### src/rtl/nco_phase_acc_pkg.sv
package nco_phase_acc_pkg;

  // Strobes passed from the control module to the datapath.
  typedef struct packed {
    logic clear;  // zero all state on this edge
    logic step;   // perform one accumulation on this edge
  } accStrobe_t;

endpackage

### src/rtl/nco_phase_acc_ctrl.sv
module nco_phase_acc_ctrl
  import nco_phase_acc_pkg::*;
(
  input  logic       rst,
  output accStrobe_t strobes
);

  // Reset has priority; otherwise the accumulator advances on every edge.
  always_comb begin
    strobes.clear = rst;
    strobes.step  = ~rst;
  end

endmodule

### src/rtl/nco_phase_acc_incpath.sv
module nco_phase_acc_incpath
  import nco_phase_acc_pkg::*;
#(
  parameter int ACC_W   = 48,
  parameter int INC_LAG = 0
) (
  input  logic             clk,
  input  accStrobe_t       strobes,
  input  logic [ACC_W-1:0] incWord,
  output logic [ACC_W-1:0] effInc
);

  generate
    if (INC_LAG == 0) begin : g_direct
      assign effInc = incWord;
    end else begin : g_delayed
      logic [ACC_W-1:0] lagStage [INC_LAG];
      for (genvar i = 0; i < INC_LAG; i++) begin : g_stage
        always_ff @(posedge clk) begin
          if (strobes.clear) begin
            lagStage[i] <= '0;
          end else if (i == 0) begin
            lagStage[i] <= incWord;
          end else begin
            lagStage[i] <= lagStage[(i > 0) ? i - 1 : 0];
          end
        end
      end
      assign effInc = lagStage[INC_LAG-1];
    end
  endgenerate

endmodule

### src/rtl/nco_phase_acc_dp.sv
module nco_phase_acc_dp
  import nco_phase_acc_pkg::*;
#(
  parameter int ACC_W = 48
) (
  input  logic             clk,
  input  accStrobe_t       strobes,
  input  logic [ACC_W-1:0] effInc,
  input  logic             carryIn,
  output logic [ACC_W-1:0] accQ,
  output logic             carryQ
);

  localparam int SUM_W = ACC_W + 1;

  logic [SUM_W-1:0] sumNext;

  always_comb begin
    sumNext = {1'b0, accQ} + {1'b0, effInc} + {{ACC_W{1'b0}}, carryIn};
  end

  always_ff @(posedge clk) begin
    if (strobes.clear) begin
      accQ   <= '0;
      carryQ <= 1'b0;
    end else if (strobes.step) begin
      accQ   <= sumNext[ACC_W-1:0];
      carryQ <= sumNext[ACC_W];
    end
  end

endmodule

### src/rtl/nco_phase_acc.sv
module nco_phase_acc
  import nco_phase_acc_pkg::*;
#(
  parameter int ACC_W   = 48,
  parameter int PHASE_W = 13,
  parameter int INC_LAG = 0
) (
  input  logic               clk,
  input  logic               rst,
  input  logic [ACC_W-1:0]   incWord,
  input  logic               carryIn,
  output logic [ACC_W-1:0]   accValue,
  output logic [PHASE_W-1:0] phaseWord,
  output logic               carryOut
);

  localparam int PHASE_LO = ACC_W - PHASE_W;

  accStrobe_t       strobes;
  logic [ACC_W-1:0] effInc;

  nco_phase_acc_ctrl u_ctrl (
    .rst     (rst),
    .strobes (strobes)
  );

  nco_phase_acc_incpath #(
    .ACC_W   (ACC_W),
    .INC_LAG (INC_LAG)
  ) u_incpath (
    .clk     (clk),
    .strobes (strobes),
    .incWord (incWord),
    .effInc  (effInc)
  );

  nco_phase_acc_dp #(
    .ACC_W (ACC_W)
  ) u_dp (
    .clk     (clk),
    .strobes (strobes),
    .effInc  (effInc),
    .carryIn (carryIn),
    .accQ    (accValue),
    .carryQ  (carryOut)
  );

  assign phaseWord = accValue[ACC_W-1:PHASE_LO];

endmodule

### config.mk
export PLATFORM = sky130hd
export DESIGN_NAME = nco_phase_acc
export DESIGN_NICKNAME = d
export VERILOG_FILES = /design/src/rtl/nco_phase_acc_pkg.sv /design/src/rtl/nco_phase_acc_ctrl.sv /design/src/rtl/nco_phase_acc_incpath.sv /design/src/rtl/nco_phase_acc_dp.sv /design/src/rtl/nco_phase_acc.sv
export SDC_FILE = /design/constraint.sdc
export NUM_CORES = 1
export LEC_CHECK = 0
export BUFFER_PORTS_ARGS = -buffer_cell sky130_fd_sc_hd__buf_2
export CORE_UTILIZATION = 60
export DETAILED_ROUTE_END_ITERATION = 16
export HOLD_SLACK_MARGIN = 0.15
export PLACE_DENSITY = 0.88
export RECOVER_POWER = 25
export SLEW_MARGIN = 20
export SYNTH_ARGS = -nofsm -noshare
export SYNTH_HDL_FRONTEND = slang
export SYNTH_HIERARCHICAL = 1
export SYNTH_SLANG_ARGS = --single-unit
### constraint.sdc
create_clock -name clk -period 6.43 [get_ports clk]
set_input_delay 0.643 -clock clk [delete_from_list [all_inputs] [get_ports clk]]
set_output_delay 0.643 -clock clk [all_outputs]
set_load 0.005 [all_outputs]
### After elaboration in Yosys (flattened, before gate mapping)

Index checks and enable logic that the tools add are counted.
Widths: inputs -> output; s select.

* output and inout bits: 62
* bits in registers: 49
* input bits: 51
* logic and storage cells: 4

* $add $sub $neg: 2

Operators by type and width (number)
* $add 48x48->49: 1
* $add 49x1->49: 1

### Longest topological paths before layout

Gate-level depths: netlist of the first run.

* depth after elaboration: 2
* gate-level depth with buffers: 12
* mapped depth without buffers: 11

### Hierarchy

Netlist of the first run, hierarchy kept.

By module, submodules not included
* nco_phase_acc_dp: times used 1, area an instance 4299.1 um^2, sequential area each 980.9 um^2, cells an instance 544
* nco_phase_acc_incpath: times used 1, area an instance 360.3 um^2, sequential area each 0.0 um^2, cells an instance 48
* nco_phase_acc: times used 1, area an instance 97.6 um^2, sequential area each 0.0 um^2, cells an instance 13
* nco_phase_acc_ctrl: times used 1, area an instance 11.3 um^2, sequential area each 0.0 um^2, cells an instance 2

### Worst setup path after synthesis of the first run

OpenSTA, ideal clock, no wires.

* kind: input-to-reg
* from: in incWord[0]
* to: reg u_dp.accQ[36]
* path buffers: 1
* data arrival time: 3.132 ns
* library setup time: 0.125 ns
* slack: 3.173 ns
* stages on the path: 12
* cell sequence: buf_4 -> fa_1 -> fa_1 -> a211oi_1 -> o21ai_2 -> o2111ai_2 -> a211oi_2 -> o211ai_1 -> o21ai_1 -> a211oi_2 -> xor2_1 -> o21ai_1

* longest elaborated chain between the ends: 2

RTL lines
* from (decl): RTL line nco_phase_acc.sv:10 `input logic [ACC_W-1:0] incWord,`
* $add 48x48->49: RTL line nco_phase_acc_dp.sv:19 `sumNext = {1'b0, accQ} + {1'b0, effInc} + {{ACC_W{1'b0}}, carryIn};`
* $add 49x1->49: RTL line nco_phase_acc_dp.sv:19
* to (signal assigned): RTL line nco_phase_acc_dp.sv:27 `accQ <= sumNext[ACC_W-1:0];`
* to (decl): RTL line nco_phase_acc_dp.sv:10 `output logic [ACC_W-1:0] accQ,`

No other way between the ends.
A chain may end at the register's enable or synchronous reset.

### Worst setup path in the final report of the first run

* from: in carryIn
* to: reg u_dp.accQ[36]

* longest elaborated chain between the ends: 1

RTL lines
* from (decl): RTL line nco_phase_acc.sv:11 `input logic carryIn,`
* $add 49x1->49: RTL line nco_phase_acc_dp.sv:19

No other way between the ends.

==> results of run 1 <==
-- worst register-to-register path, stage by stage, from the launching register on --
cell	delay (ns)
dfxtp_1	0.34
fa_1	0.41
fa_1	0.44
a211oi_1	0.33
o21ai_2	0.14
o2111ai_2	0.24
a211oi_2	0.15
o211ai_1	0.37
o21ai_1	0.16
a211oi_2	0.27
xor2_1	0.18
o21ai_1	0.08
-- per-stage QoR --
step	power, mW	util [%]	instance area (um^2)	hold slack [ns]
6_report	1.397	64.94	4992	0.4798
5_1_grt	1.494	64.94	4992	0.5012
4_1_cts	1.389	65.04	5000	0.4830
3_5_place_dp	1.150	63.54	4885	0.4687
3_3_place_gp	1.124	63.54	4885	0.4575
2_1_floorplan	0.9970	-	4768	0.4703
-- path summary, 6_finish.rpt --
path | endpoint | slack, ns | depth (start not counted)
setup / recovery | u_dp/accQ[36]$_SDFFE_PP0P_ | 3.04 | 12
hold reg to reg | u_dp/accQ[43]$_SDFFE_PP0P_ | 0.48 | 2
setup reg to reg | u_dp/accQ[36]$_SDFFE_PP0P_ | 3.19 | 11
hold / removal | u_dp/accQ[43]$_SDFFE_PP0P_ | 0.48 | 2
-- logic make-up (layout without fill, tap and decap cells) --
family / after synthesis / after routing / synth area share (%)
AOI/OAI and AO/OA: 187 / 187 / 25.40
and+or+nand+nor: 162 / 162 / 15.90
buffers and inverters: 97 / 129 / 12.83
adders and majority gates: 49 / 49 / 13.17
DFF: 49 / 49 / 20.57
xor gates and xnor gates: 42 / 42 / 7.714
muxes: 21 / 21 / 4.408
-- cell type report --
type / instances / area share, %
Clock buffer: 5 / 1.378
Clock inverter: 3 / 0.9273
Inverter: 8 / 0.6015
Multi-Input combinational cell: 461 / 63.66
Sequential cell: 49 / 19.65
Tap cell: 102 / 2.556
Timing Repair Buffer: 113 / 11.23
-- power by group --
group          switching, mW  internal [mW]  leakage [nW]
Sequential            0.0469          0.361         0.405
Clock                  0.119          0.117        0.0543
Combinational          0.426          0.328          2.00
Total                  0.592          0.805          2.45
-- routing by layer --
layer | track usage [%] | wire length (um) | share of wire, % | up-vias
li1 | - | - | - | 2163
met1 | 34.94 | 5028 | 44 | 2046
met2 | 46.09 | 5365 | 47 | 175
met3 | 3.936 | 656 | 5.8 | 27
met4 | 11.11 | 264 | 2.3 | 0
met5 | 0 | 0 | 0 | -
-- sequential cells by signal, summed over array words and instances, names as in the netlist --
signal	cells
u_dp/accQ	48
u_dp/carryQ	1
-- cells in the final DEF, fill, tap and decap left out, types with 3 or more instances in the layout --
cell type | synthesis | layout
clkbuf_8 | 0 | 5
o21a_1 | 5 | 5
buf_2 | 9 | 106
inv_1 | 8 | 8
o21ai_0 | 39 | 39
mux2i_1 | 21 | 21
dfxtp_1 | 49 | 49
clkbuf_1 | 14 | 6
o22ai_1 | 3 | 3
nand3_1 | 9 | 9
nand2b_1 | 6 | 6
o31ai_1 | 3 | 3
and2_1 | 3 | 3
a21oi_1 | 54 | 54
nor2b_1 | 4 | 4
o21ai_1 | 13 | 13
xnor2_1 | 26 | 26
nand4_1 | 12 | 12
a31oi_1 | 4 | 4
o211ai_2 | 3 | 3
nor2_1 | 52 | 51
a21o_1 | 25 | 25
xor2_1 | 16 | 16
nand2_1 | 57 | 57
nor3_1 | 9 | 9
ha_1 | 47 | 47
o21bai_1 | 6 | 6
a211oi_1 | 5 | 5
a211oi_2 | 3 | 3
==> results.ini, run 1 <==
[status]
outcome = finished, final reports clean

[global_route]
antenna_found_initial = 0
overflow = 0
first_global_vias = 4192
grt_pass1_wl_mm = 18.75
grt_use_total_pct = 27.35
grt_max_degree = 33

[power]
cellLeakagePower_nw = 2.455
powerDensity_nw_per_um2 = 279.9
vdd_ir_drop_max_v = 0.0001244

[worst_hold_path]
min-delay-start = u_dp/accQ[43]$_SDFFE_PP0P_
worstHoldPathType = reg -> reg

[timing]
relSlewSlack_pct = 37.47
setup_violations = 0
max_freq_mhz = 294.6
final.setup.worst_slack_ns = 3.035
rsz0062_at_grt = no
hold_violations = 0
final.period_utilization_pct = 52.79
worst_pin_slew_ns = 0.9370
fin_crit_ns = 3.395
fin_tns_setup_ns = 0
slew_violations = 0
skew_ns = 0.005277

[synthesis]
synth_cell_types = 59
synth_largest_area_cell = dfxtp_1
synth-seq-cells = 49
synth_commonest_cells = 62 x buf_4, 57 x nand2_1, 54 x a21oi_1, 52 x nor2_1, 49 x dfxtp_1
syn_inst = 607
async_flop_share_pct = 0
synth.avg_cell_area_um2 = 7.856
yosysMostFrequentCell = buf_4
synth.yosys.seq_area_share_pct = 20.57
netlist.area_leader.share_pct = 20.57
ys.flop_type = dfxtp_1
synth_nets = 707
yosysWarningCount = 6
synth_edf_count = 0
synth.area.top_cells = dfxtp_1 21%, ha_1 12%, buf_4 9.8%
synth.cell_area_um2 = 4768

[floorplan]
initial_utilization_pct = 62.03
die_h_um = 91.15
row_count = 32
fp.dieW_um = 91.15
die_area_um2 = 8307
core_um2 = 7687
pin_count = 113

[final_layout]
nFillCells = 693
instances_no_fill = 741
drive_gt1_share_pct = 20.97
finalNetCount = 738
diodes = 0
area_delta_synth_final_pct = 4.697
multiInputGateArea_um2 = 3178
seqCellArea_um2 = 980.9

[worst_setup_path]
critPathKind = in -> reg
cp_max_fo = 4
crit_start = carryIn
cpPeakStageDelay_ns = 0.46
r2r-start = u_dp/accQ[0]$_SDFFE_PP0P_
required_ns = 6.60
crit_chain = buf_2, fa_1, fa_1, a211oi_1, o21ai_2, o2111ai_2, a211oi_2, o211ai_1, o21ai_1, a211oi_2, xor2_1, o21ai_1
endpoint_kind = flop
cp.arrival_ns = 3.57
slowest_stage = fa_1
cp_top_family = compound AO/OA/AOI/OAI gates
critPathBufInv = 1
cp-start-kind = input port

[clock_network]
clk_pin_slew_ns = 0.10
h-tree-depth = 2
cts_setup_buffers = 0
cts_tree = yes
worstSkewPairLatency_ns = 0.31
cts_buffer_depth = 2
cts_root_buf = clkbuf_8
cts_hold_buf = 0
cts.sinks = 49
numCtsBuffers = 5
cts-resized-gates = 0

[placed_design]
port-buffer-count = 112
place_congestion = 0.9614
place_inst = 733
dp_hpwl_mm = 8.718
post-place-ws_ns = 2.766

[route]
viasPerCell = 5.953
num_vias = 4411
first_iter_violations = 258
drc_errors = 0
post_drt_wl_per_cell_um = 15.27
dr.pass1.iters = 5
routed_wl_mm = 11.32
ant_nets = 0

[flow_run]
maxCapViolCount = 0

Power figures use the tool's default switching activity.
==> inputs of run 2 (changes only) <==
- CORE_UTILIZATION: 60 -> 50
- PLACE_DENSITY: 0.88 -> 0.78
- clock period: 6.43 -> 2.9 ns (I/O delays scaled with it)
==> results.ini, run 2 (synthesis gave the netlist of run 1 again) <==
[status]
outcome = finished, final reports clean

[final_layout]
largestRegisters = u_dp/accQ (48), u_dp/carryQ (1)
nFillCells = 887  ; +28%
largest_reg_flops = 48  ; unchanged
final_common_cell = buf_2
diodes = 0  ; unchanged
top_register = u_dp/accQ
drive_gt1_share_pct = 23.63  ; +2.7 points
layout_common_cells = 106 x buf_2, 57 x nand2_1, 53 x a21oi_1
multiInputGateArea_um2 = 3198  ; +0.63%
design_area_um2 = 5194  ; +4.0%
finalNetCount = 755  ; +2.3%
finish.utilization_pct = 56.21  ; -8.7 points
seqCellArea_um2 = 982.2  ; +0.13%
area_delta_synth_final_pct = 8.922

[placed_design]
port-buffer-count = 112  ; unchanged
place_congestion = 0.9129  ; -5.0%
post-place-ws_ns = -0.2263  ; -2.992 ns
dp_hpwl_mm = 9.168  ; +5.2%
placed_area_um2 = 4996  ; +2.3%

[timing]
relSlewSlack_pct = 36.91  ; -0.56 points
fin_crit_ns = 2.800
hold_violations = 0  ; unchanged
setup_violations = 0  ; unchanged
max_freq_mhz = 357.1
final.setup.worst_slack_ns = 0.09967  ; -2.936 ns
skew_ns = 0.01006  ; +0.004780 ns
rsz0062_at_grt = yes
final.period_utilization_pct = 96.56
slew_violations = 0  ; unchanged
holdWs_ns = 0.3653  ; -0.1145 ns
worst_pin_slew_ns = 0.9463  ; +0.009346 ns

[clock_network]
cts_tree = yes
numCtsBuffers = 5  ; unchanged
cts_buffer_depth = 2  ; unchanged
cts_root_buf = clkbuf_8
cts.sinks = 49  ; unchanged
h-tree-depth = 2  ; unchanged
worstSkewPairLatency_ns = 0.32  ; about the same
cts_hold_buf = 0  ; unchanged
clk_pin_slew_ns = 0.10  ; about the same

[worst_hold_path]
hold_path_depth = 2  ; unchanged
min-delay-start = rst
whs_endpoint = u_dp/accQ[1]$_SDFFE_PP0P_
worstHoldPathType = in -> reg

[worst_setup_path]
worst-r2r-cell-count = 12  ; +1
cp_max_fo = 3  ; -1
endpoint_kind = flop
cp-start-kind = flop
required_ns = 3.08  ; -3.52 ns
critPathBufInv = 1  ; unchanged
r2r-start = u_dp/accQ[0]$_SDFFE_PP0P_
cp.arrival_ns = 2.98  ; -0.59 ns
r2r-end = u_dp/accQ[46]$_SDFFE_PP0P_
reg2reg_slack_ns = 0.1  ; -3.09 ns
cp_top_family = compound AO/OA/AOI/OAI gates
critPathKind = reg -> reg
cp_common_cell = fa_2
slowest_stage = fa_2
crit_start = u_dp/accQ[0]$_SDFFE_PP0P_
cpPeakStageDelay_ns = 0.37  ; -0.09 ns
crit_chain = fa_2, fa_2, a211oi_2, o21ai_2, o2111ai_2, a211oi_4, o211ai_2, a21boi_2, buf_4, a21o_1, xnor2_1, o21ai_1

[route]
post_drt_wl_per_cell_um = 15.09  ; -1.2%
routed-wl-met3_um = 638  ; -2.7%
routed_wl_mm = 11.85  ; +4.7%
top_layer_used = met4
viasPerCell = 5.604  ; -5.9%
drc_errors = 0  ; unchanged
ant_nets = 0  ; unchanged
dr.pass1.iters = 5  ; unchanged
first_iter_violations = 252  ; -2.3%
wl_met2_mm = 5.352  ; -0.24%
wl_met1_mm = 5.688  ; +13%
num_vias = 4399  ; -0.27%

[global_route]
grt_max_degree = 22  ; -33%
antenna_found_initial = 0  ; unchanged
first_global_vias = 4108  ; -2.0%
overflow = 0  ; unchanged
grt_pass1_wl_mm = 19.19  ; +2.4%
grt_use_total_pct = 23.93  ; -3.4 points

[floorplan]
fp.dieW_um = 99.66  ; +9.3%
pin_count = 113  ; unchanged
row_count = 35  ; +9.4%
die_area_um2 = 9931  ; +20%
die_h_um = 99.66  ; +9.3%
core_um2 = 9240  ; +20%
initial_utilization_pct = 51.60  ; -10 points

[flow_run]
maxCapViolCount = 0  ; unchanged

[power]
vdd_ir_drop_max_v = 0.0003290  ; +160%
powerDensity_nw_per_um2 = 618.7  ; +120%
cellLeakagePower_nw = 2.549  ; +3.8%

run 2: timing repair:
item	in CTS	in global routing
pin swaps	5	12
gates cloned	0	0
resized for setup	4	3
endpoints found under the setup margin	7	14
buffers inserted	4	3
run 2: final cells by class:
type	count	area share (%)
Tap cell	129	3.108
Sequential cell	49	18.91
Timing Repair Buffer	130	13.25
Clock buffer	5	1.325
Inverter	8	0.5782
Multi-Input combinational cell	461	61.58
Clock inverter	3	1.253
run 2: worst max path at each step:
| stage | endpoint | slack (ns) | depth (start not counted) |
|---|---|---|---|
| after floorplan | u_dp/accQ[36]$_SDFFE_PP0P_ | 0.02 | 12 |
| after global placement | u_dp/accQ[46]$_SDFFE_PP0P_ | -0.13 | 13 |
| after CTS | u_dp/accQ[42]$_SDFFE_PP0P_ | 0.02 | 12 |
| after detailed placement | u_dp/accQ[42]$_SDFFE_PP0P_ | -0.23 | 13 |
| final | u_dp/accQ[46]$_SDFFE_PP0P_ | 0.1 | 12 |
| after global routing | u_dp/accQ[36]$_SDFFE_PP0P_ | -0.09 | 11 |
run 2: layer usage:
layer	global-route usage, %	vias up
li1	-	2199
met1	32.17	2024
met2	39.74	160
met3	3.584	16
met4	6.787	0
met5	0	-
run 2: power breakdown:
group / switching, mW / internal, mW
Combinational: 0.951 / 0.759
Sequential: 0.104 / 0.801
Clock: 0.254 / 0.343
run 2: per-stage QoR:
| step | std cells | setup TNS [ns] | total power [mW] |
|---|---|---|---|
| 6_report | 785 | 0 | 3.213 |
| 5_1_grt | 785 | -0.2207 | 3.451 |
| 2_1_floorplan | 607 | 0 | 2.213 |
| 4_1_cts | 782 | 0 | 3.203 |
| 3_5_place_dp | 770 | -1.681 | 2.585 |
| 3_3_place_gp | 770 | -0.7421 | 2.544 |
